===== config.mk =====
export PLATFORM = sky130hd
export DESIGN_NAME = gart_ctrl
export DESIGN_NICKNAME = d
export VERILOG_FILES = /design/src/rtl/gart_pkg.sv /design/src/rtl/gart_flush_chan.sv /design/src/rtl/gart_reg_file.sv /design/src/rtl/gart_ctrl.sv
export SDC_FILE = /design/constraint.sdc
export NUM_CORES = 1
export LEC_CHECK = 0
export BUFFER_PORTS_ARGS = -buffer_cell sky130_fd_sc_hd__buf_4
export CAP_MARGIN = 20
export CELL_PAD_IN_SITES_DETAIL_PLACEMENT = 1
export CELL_PAD_IN_SITES_GLOBAL_PLACEMENT = 2
export CORE_MARGIN = 4
export CORE_UTILIZATION = 33
export CTS_CLUSTER_SIZE = 24
export DETAILED_ROUTE_END_ITERATION = 8
export HOLD_SLACK_MARGIN = 0.15
export PLACE_DENSITY = 0.81
export SLEW_MARGIN = 30
export SYNTH_ARGS = -nofsm -noshare
export SYNTH_HDL_FRONTEND = slang
export SYNTH_SLANG_ARGS = --single-unit

===== constraint.sdc =====
create_clock -name clk -period 4.4 [get_ports clk]
set_input_delay 0.44 -clock clk [delete_from_list [all_inputs] [get_ports clk]]
set_output_delay 0.44 -clock clk [all_outputs]
set_load 0.01 [all_outputs]

===== src/rtl/gart_pkg.sv =====
package gart_pkg;
    localparam int DATA_W     = 32;
    localparam int BE_W       = DATA_W / 8;
    localparam int ALIGN_BITS = 12;
    localparam int BASE_W     = DATA_W - ALIGN_BITS;
    localparam int CMD_W      = 16;
    localparam int CACHE_W    = 8;
    localparam int NUM_CHAN   = 2;

    // byte offsets inside the window
    localparam int OFS_CTRL = 'h00;
    localparam int OFS_BASE = 'h04;
    localparam int OFS_DIR  = 'h0C;
    localparam int OFS_POST = 'h14;

    // channel indices
    localparam int CH_POST = 0;
    localparam int CH_DIR  = 1;

    typedef struct packed {
        logic busy;
        logic req;
    } flush_state_t;

    typedef struct packed {
        logic [CMD_W-1:0]   cmd;
        logic [CACHE_W-1:0] cache;
        logic [BASE_W-1:0]  base;
    } reg_state_t;
endpackage


===== src/rtl/gart_flush_chan.sv =====
module gart_flush_chan (
    input  logic clk,
    input  logic rst_n,
    input  logic start_i,
    input  logic done_i,
    output logic busy_o,
    output logic req_o
);
    import gart_pkg::*;

    flush_state_t st_d, st_q;

    always_comb begin
        st_d     = st_q;
        st_d.req = 1'b0;
        if (st_q.busy) begin
            if (done_i) begin
                st_d.busy = 1'b0;
            end
        end else if (start_i) begin
            st_d.busy = 1'b1;
            st_d.req  = 1'b1;
        end
    end

    always_ff @(posedge clk or negedge rst_n) begin
        if (!rst_n) begin
            st_q <= '0;
        end else begin
            st_q <= st_d;
        end
    end

    assign busy_o = st_q.busy;
    assign req_o  = st_q.req;

    p_start_req_r6: assert property (@(posedge clk) disable iff (!rst_n)
        (start_i && !busy_o) |=> (busy_o && req_o));

    p_req_single_r6: assert property (@(posedge clk) disable iff (!rst_n)
        req_o |=> !req_o);

    p_done_clear_r7: assert property (@(posedge clk) disable iff (!rst_n)
        (done_i && busy_o) |=> !busy_o);

    p_busy_no_rereq_r9: assert property (@(posedge clk) disable iff (!rst_n)
        (busy_o && !done_i) |=> (busy_o && !req_o));

    p_idle_done_r11: assert property (@(posedge clk) disable iff (!rst_n)
        (!busy_o && !start_i) |=> (!busy_o && !req_o));
endmodule


===== src/rtl/gart_reg_file.sv =====
module gart_reg_file (
    input  logic                          clk,
    input  logic                          rst_n,
    input  logic                          ctrl_wr_i,
    input  logic                          base_wr_i,
    input  logic [gart_pkg::BE_W-1:0]     be_i,
    input  logic [gart_pkg::DATA_W-1:0]   wdata_i,
    output logic [gart_pkg::CMD_W-1:0]    cmd_o,
    output logic [gart_pkg::CACHE_W-1:0]  cache_o,
    output logic [gart_pkg::BASE_W-1:0]   base_o
);
    import gart_pkg::*;

    reg_state_t rf_d, rf_q;

    always_comb begin
        rf_d = rf_q;
        if (ctrl_wr_i) begin
            if (be_i[0]) rf_d.cmd[7:0]  = wdata_i[7:0];
            if (be_i[1]) rf_d.cmd[15:8] = wdata_i[15:8];
            if (be_i[2]) rf_d.cache     = wdata_i[23:16];
        end
        if (base_wr_i) begin
            if (be_i[1]) rf_d.base[3:0]   = wdata_i[15:12];
            if (be_i[2]) rf_d.base[11:4]  = wdata_i[23:16];
            if (be_i[3]) rf_d.base[19:12] = wdata_i[31:24];
        end
    end

    always_ff @(posedge clk or negedge rst_n) begin
        if (!rst_n) begin
            rf_q <= '0;
        end else begin
            rf_q <= rf_d;
        end
    end

    assign cmd_o   = rf_q.cmd;
    assign cache_o = rf_q.cache;
    assign base_o  = rf_q.base;

    p_cache_hold_r5: assert property (@(posedge clk) disable iff (!rst_n)
        !(ctrl_wr_i && be_i[2]) |=> $stable(cache_o));

    p_base_hold_r5: assert property (@(posedge clk) disable iff (!rst_n)
        !base_wr_i |=> $stable(base_o));

    p_cmd_hold_r10: assert property (@(posedge clk) disable iff (!rst_n)
        !ctrl_wr_i |=> $stable(cmd_o));
endmodule


===== src/rtl/gart_ctrl.sv =====
module gart_ctrl #(
    parameter int ADDR_W = 12
) (
    input  logic                        clk,
    input  logic                        rst_n,
    input  logic                        bus_wr,
    input  logic [ADDR_W-1:2]           bus_addr,
    input  logic [gart_pkg::BE_W-1:0]   bus_be,
    input  logic [gart_pkg::DATA_W-1:0] bus_wdata,
    output logic [gart_pkg::DATA_W-1:0] bus_rdata,
    output logic                        post_req,
    input  logic                        post_done,
    output logic                        dir_req,
    input  logic                        dir_done
);
    import gart_pkg::*;

    localparam int WA = ADDR_W - 2;
    localparam logic [WA-1:0] W_CTRL = WA'(OFS_CTRL >> 2);
    localparam logic [WA-1:0] W_BASE = WA'(OFS_BASE >> 2);
    localparam logic [WA-1:0] W_DIR  = WA'(OFS_DIR  >> 2);
    localparam logic [WA-1:0] W_POST = WA'(OFS_POST >> 2);

    logic [WA-1:0]        waddr;
    logic                 hit_ctrl, hit_base;
    logic [NUM_CHAN-1:0]  chan_hit, chan_start, chan_done, chan_busy, chan_req;
    logic [CMD_W-1:0]     cmd;
    logic [CACHE_W-1:0]   cache;
    logic [BASE_W-1:0]    base;

    assign waddr    = bus_addr;
    assign hit_ctrl = (waddr == W_CTRL);
    assign hit_base = (waddr == W_BASE);
    assign chan_hit[CH_POST]  = (waddr == W_POST);
    assign chan_hit[CH_DIR]   = (waddr == W_DIR);
    assign chan_done[CH_POST] = post_done;
    assign chan_done[CH_DIR]  = dir_done;

    gart_reg_file u_regs (
        .clk       (clk),
        .rst_n     (rst_n),
        .ctrl_wr_i (bus_wr && hit_ctrl),
        .base_wr_i (bus_wr && hit_base),
        .be_i      (bus_be),
        .wdata_i   (bus_wdata),
        .cmd_o     (cmd),
        .cache_o   (cache),
        .base_o    (base)
    );

    for (genvar c = 0; c < NUM_CHAN; c++) begin : g_chan
        assign chan_start[c] = bus_wr && chan_hit[c] && bus_be[0] && bus_wdata[0];
        gart_flush_chan u_chan (
            .clk     (clk),
            .rst_n   (rst_n),
            .start_i (chan_start[c]),
            .done_i  (chan_done[c]),
            .busy_o  (chan_busy[c]),
            .req_o   (chan_req[c])
        );
    end

    assign post_req = chan_req[CH_POST];
    assign dir_req  = chan_req[CH_DIR];

    always_comb begin
        bus_rdata = '0;
        if (hit_ctrl) begin
            bus_rdata = {{(DATA_W-CMD_W-CACHE_W){1'b0}}, cache, cmd};
        end else if (hit_base) begin
            bus_rdata = {base, {ALIGN_BITS{1'b0}}};
        end else if (chan_hit[CH_DIR]) begin
            bus_rdata = {{(DATA_W-1){1'b0}}, chan_busy[CH_DIR]};
        end else if (chan_hit[CH_POST]) begin
            bus_rdata = {{(DATA_W-1){1'b0}}, chan_busy[CH_POST]};
        end
    end

    p_req_onehot_r11: assert property (@(posedge clk) disable iff (!rst_n)
        (!chan_start[CH_DIR] && !chan_start[CH_POST]) |=> (!post_req && !dir_req));
endmodule


# After elaboration in Yosys (flattened, before gate mapping)

Index checks and enable logic that the tools add are counted.

Memory bits (writable): 0
Output and inout bits: 34
Input port bits: 51
Latch bits: 0
Register bits after elaboration: 48
Memories: 0
Bits in read-only memories: 0

Divide/modulo/power cells: 0
Equality and inequality tests: 3
Reductions and logical operators: 15
Mux-type cells: 12
Shift-type cells: 0
$add $sub $neg: 0
$mul: 0
Bitwise logic cells: 0
Magnitude comparators: 0

Operator list:

| cell                | count |
|---|---|
| $mux 32             | 2 |
| $reduce_and 2->1    | 6 |
| $eq 10x1->1 const B | 1 |
| $eq 10x2->1 const B | 1 |
| $eq 10x3->1 const B | 1 |
| $logic_not 10->1    | 1 |
| $logic_and 1x1->1   | 8 |
| $mux 1              | 8 |
| $mux 2              | 2 |

# Depth between registers and ports, before layout

Depth after elaboration: 6
Mapped depth: 5

# Cells and area by module

Synthesis repeated with hierarchy kept, for this count alone.

Cells, all modules: 175
Area, all modules: 2,268.4 µm²

Modules (own cells, without submodules):

| module          | area an instance (µm²) | instances | sequential area each (µm²) | cells each |
|---|---|---|---|---|
| gart_reg_file   | 1,631.6                | 1         | 1,101.1                    | 94 |
| gart_ctrl       | 506.7                  | 1         | 0.0                        | 71 |
| gart_flush_chan | 65.1                   | 2         | 50.0                       | 5 |

# Least setup slack after synthesis

OpenSTA, ideal clock, no wires.

Path type: input port to output port
Start point: input port bus_addr[2] (netlist bit)
End point: output port bus_rdata[0] (netlist bit)
Slack: 2.057 ns
Arrival: 1.903 ns
Stages: 4
Required time: 3.960 ns
Path buffers: 1
Cell sequence: clkbuf_1 > or3b_2 > a21o_1 > a2111oi_0

Longest elaborated chain between the ends: 5
Elaborated cells on any way between the ends: 8

RTL lines:

| item               | RTL line        | source |
|---|---|---|
| start: declaration | gart_ctrl.sv:7  | `input logic [ADDR_W-1:2] bus_addr,` |
| $eq 10x3->1        | gart_ctrl.sv:34 | `assign chan_hit[CH_POST] = (waddr == W_POST);` |
| $mux 1             | gart_ctrl.sv:74 | `end else if (chan_hit[CH_POST]) begin` |
| $mux 1             | gart_ctrl.sv:72 | `end else if (chan_hit[CH_DIR]) begin` |
| $mux 32            | gart_ctrl.sv:70 | `end else if (hit_base) begin` |
| $mux 32 (*)        | gart_ctrl.sv:68 | `if (hit_ctrl) begin` |
| end: declaration   | gart_ctrl.sv:10 | `output logic [gart_pkg::DATA_W-1:0] bus_rdata,` |

Mark *: on every way between the ends. The rest lies on a longest branch, timed or not.

# Worst setup path in the final report

Start point: input port bus_addr[9] (netlist bit)
End point: output port bus_rdata[9] (netlist bit)

Longest elaborated chain between the ends: 2

RTL lines:

| item             | RTL line        | source |
|---|---|---|
| $logic_not 10->1 | gart_ctrl.sv:32 | `assign hit_ctrl = (waddr == W_CTRL);` |
| $mux 32          | gart_ctrl.sv:68 |  |

Every way passes these cells.

==> results.cfg <==
[drt]
ant_nets = 0
routed_wl_um = 5650
drtIter0Drc = 40
drc = 0
viasPerCell = 4.79
dr_wl_met2_um = 2770
top_layer = met4
num_vias = 1729
dr.pass1.iters = 2
wirelength_met1_um = 2500
wire_per_inst_um = 15.7
met3_length_um = 324

[final_layout]
design_area_um2 = 3130
final_net_count = 315
drive_gt1_share_pct = 54.0
diodes = 0
fill_cells = 768
final_common_cell = buf_4
syn_to_final_growth_pct = 34.8
most-common-layout-cells = buf_4, dfrtp_1, mux2_2
finalCoreUtilization_pct = 45.9

[floorplanning]
rows = 30
die_h_um = 92.0
die_w_um = 92.0
core_area_um2 = 6830
start_util_pct = 34.0
ios = 85
dieArea_um2 = 8460

[placement]
place_hpwl_um = 4110
gp_congestion = 0.717
placement.cell_area_um2 = 3040
pre_cts_ws_ns = 1.58
port_buffers = 84

[sta]
maxSlewHeadroom_pct = 45.6
hold_viol_final = 0
skew_ns = 0.0000911
whs_ns = 0.133
setup_viol = 0
fin_tns_setup_ns = 0
rsz0062_at_grt = false
tightest_slew_ns = 0.814
drv_slew = 0
final.setup.worst_slack_ns = 1.62
fin_crit_ns = 2.78
fin_crit_sh_pct = 63.3
max_freq_ghz = 0.359

[synth]
ys.flop_type = dfrtp_1
synth_nets = 232
synth_top_cell_area_share_pct = 51.6
ys_seq_area_share_pct = 51.6
synth_xor_area_share_pct = 0
synth_edf_count = 0
yosysUniqueCellTypes = 34
synth-async-reset-ratio_pct = 100
yosys_warnings = 0
syn_avg_cell_area_um2 = 12.9
synth.area.top_cells = dfrtp_1, mux2_2, mux2i_1, mux2_4, and2_1
ys_seq_elements = 48
synth_compound_area_share_pct = 1.29
synth-simple-area-share_pct = 17.5
synth_top_family_by_area = multiplexers
syn-cell-area_um2 = 2330
synthesis.instances = 181
synth_area_leader_cell = dfrtp_1
synthAdderAreaFrac_pct = 0
synth_mux_area_share_pct = 27.8

[pwr]
internal_power_uw = 595
ir_worst_vdd_uv = 117
power.switching_uw = 194
comb_power_share_pct = 8.7
p_clk_share_pct = 34.9
swShare_pct = 24.6
p_seq_share_pct = 56.5
p_leak_uw = 0.00164
p_per_area_nw_per_um2 = 252

[worst_setup_path]
crit_fanout = 11
cp-start-kind = primary input
slowest_delay_ns = 0.74
cp_cell_sequence = buf_4 > or4_1 > nor4b_2 > and2_1 > buf_4
critPathKind = in -> out
cpMostUsedCell = buf_4
crit_arrival_ns = 2.34
crit_slowest_cell = nor4b_2
cp.required_ns = 3.96
cp-end-kind = primary output

[min_path]
min-delay-path-class = in -> async

[clocking]
clkTransAtPathRegs_ns = 0.10
postCtsSetupBuffers = 0
clk_latency_ns = 0.30
clock-sinks = 48
cts_buffers = 5
ctsLongestPathBuffers = 2
cts_tree = yes
htree_levels = 2
cts_resized = 0
cts_hold_buffers = 0
cts_root_buffer = clkbuf_8

[grt]
grt_usage_pct = 13.8
antenna_found_initial = 0
grt_max_degree = 49
grt_pass1_vias = 1883
grt_pass1_wl_um = 9170
grt.overflow.total = 0

[outcome]
status = completed

[job]
drv_cap = 0
## critical path: cells and delay by family
kind                   cells  cell delay [ns]
buffers and inverters      2             0.23
AND/OR/NAND/NOR            3             1.67
## layout make-up
| cell class | instances | area (um2) | area share [%] |
|---|---|---|---|
| clock buffers | 5 | 68.8 | 2.20 |
| repair buffers | 84 | 631 | 20.1 |
| clock inverters | 3 | 21.3 | 0.679 |
| multi-input cells | 124 | 1090 | 34.7 |
| flip-flops and latches | 48 | 1200 | 38.3 |
| well taps | 96 | 120 | 3.83 |
| inverters | 1 | 3.75 | 0.120 |
## cells by family after synthesis
logic type,Yosys count
buffers and inverters,9
muxes,56
DFF,48
and+or+nand+nor,64
AOI/OAI and AO/OA,4
## power groups by stage
stage	clock (uW)	combinational (uW)	sequential (uW)
after CTS	287	70.0	446
after floorplan	0	18.7	454
after global routing	306	75.7	446
after detailed placement	0	69.9	454
final	275	68.3	446
after global placement	0	68.6	454
## layer usage
metal | track usage, % | vias up
met5 | 0 | -
met4 | 3.71 | 0
met3 | 3.77 | 4
met2 | 23.6 | 48
met1 | 17.0 | 868
li1 | - | 809
## flip-flops by register name, summed over array words and instances (netlist names)
signal and cells:
g_chan.u_chan.busy_o 2, g_chan.u_chan.req_o 2, u_regs.base_o 20, u_regs.cache_o 8, u_regs.cmd_o 16
## synth_stat cells, drive strengths merged, types with 3 or more instances
| library cell | n |
|---|---|
| and2 | 11 |
| and3 | 9 |
| clkbuf | 6 |
| dfrtp | 48 |
| mux2 | 44 |
| mux2i | 12 |
| nand2b | 3 |
| nand3 | 3 |
| nor2 | 15 |
| or4 | 3 |
## stage by stage
| stage | power [uW] | cells |
|---|---|---|
| floorplan | 473 | 181 |
| global placement | 523 | 353 |
| detailed placement | 524 | 353 |
| finish | 789 | 361 |
| CTS | 803 | 361 |
| global route | 828 | 361 |
## worst paths after layout
path | cells past startpoint | endpoint | slack [ns] | startpoint
max | 5 | bus_rdata[9] | 1.62 | bus_addr[9]
min | 1 | u_regs.base_o[14]$_DFFE_PN0P_ | 0.13 | rst_n
max reg2reg | 3 | g_chan[1].u_chan.busy_o$_DFF_PN0_ | 3.61 | g_chan[1].u_chan.busy_o$_DFF_PN0_
min reg2reg | 1 | u_regs.cmd_o[6]$_DFFE_PN0P_ | 0.50 | u_regs.cmd_o[6]$_DFFE_PN0P_
max in group asynchronous | 1 | u_regs.cmd_o[0]$_DFFE_PN0P_ | 3.83 | rst_n
min in group clk | 2 | g_chan[1].u_chan.busy_o$_DFF_PN0_ | 0.33 | dir_done
(Power assumes the default switching activity.)
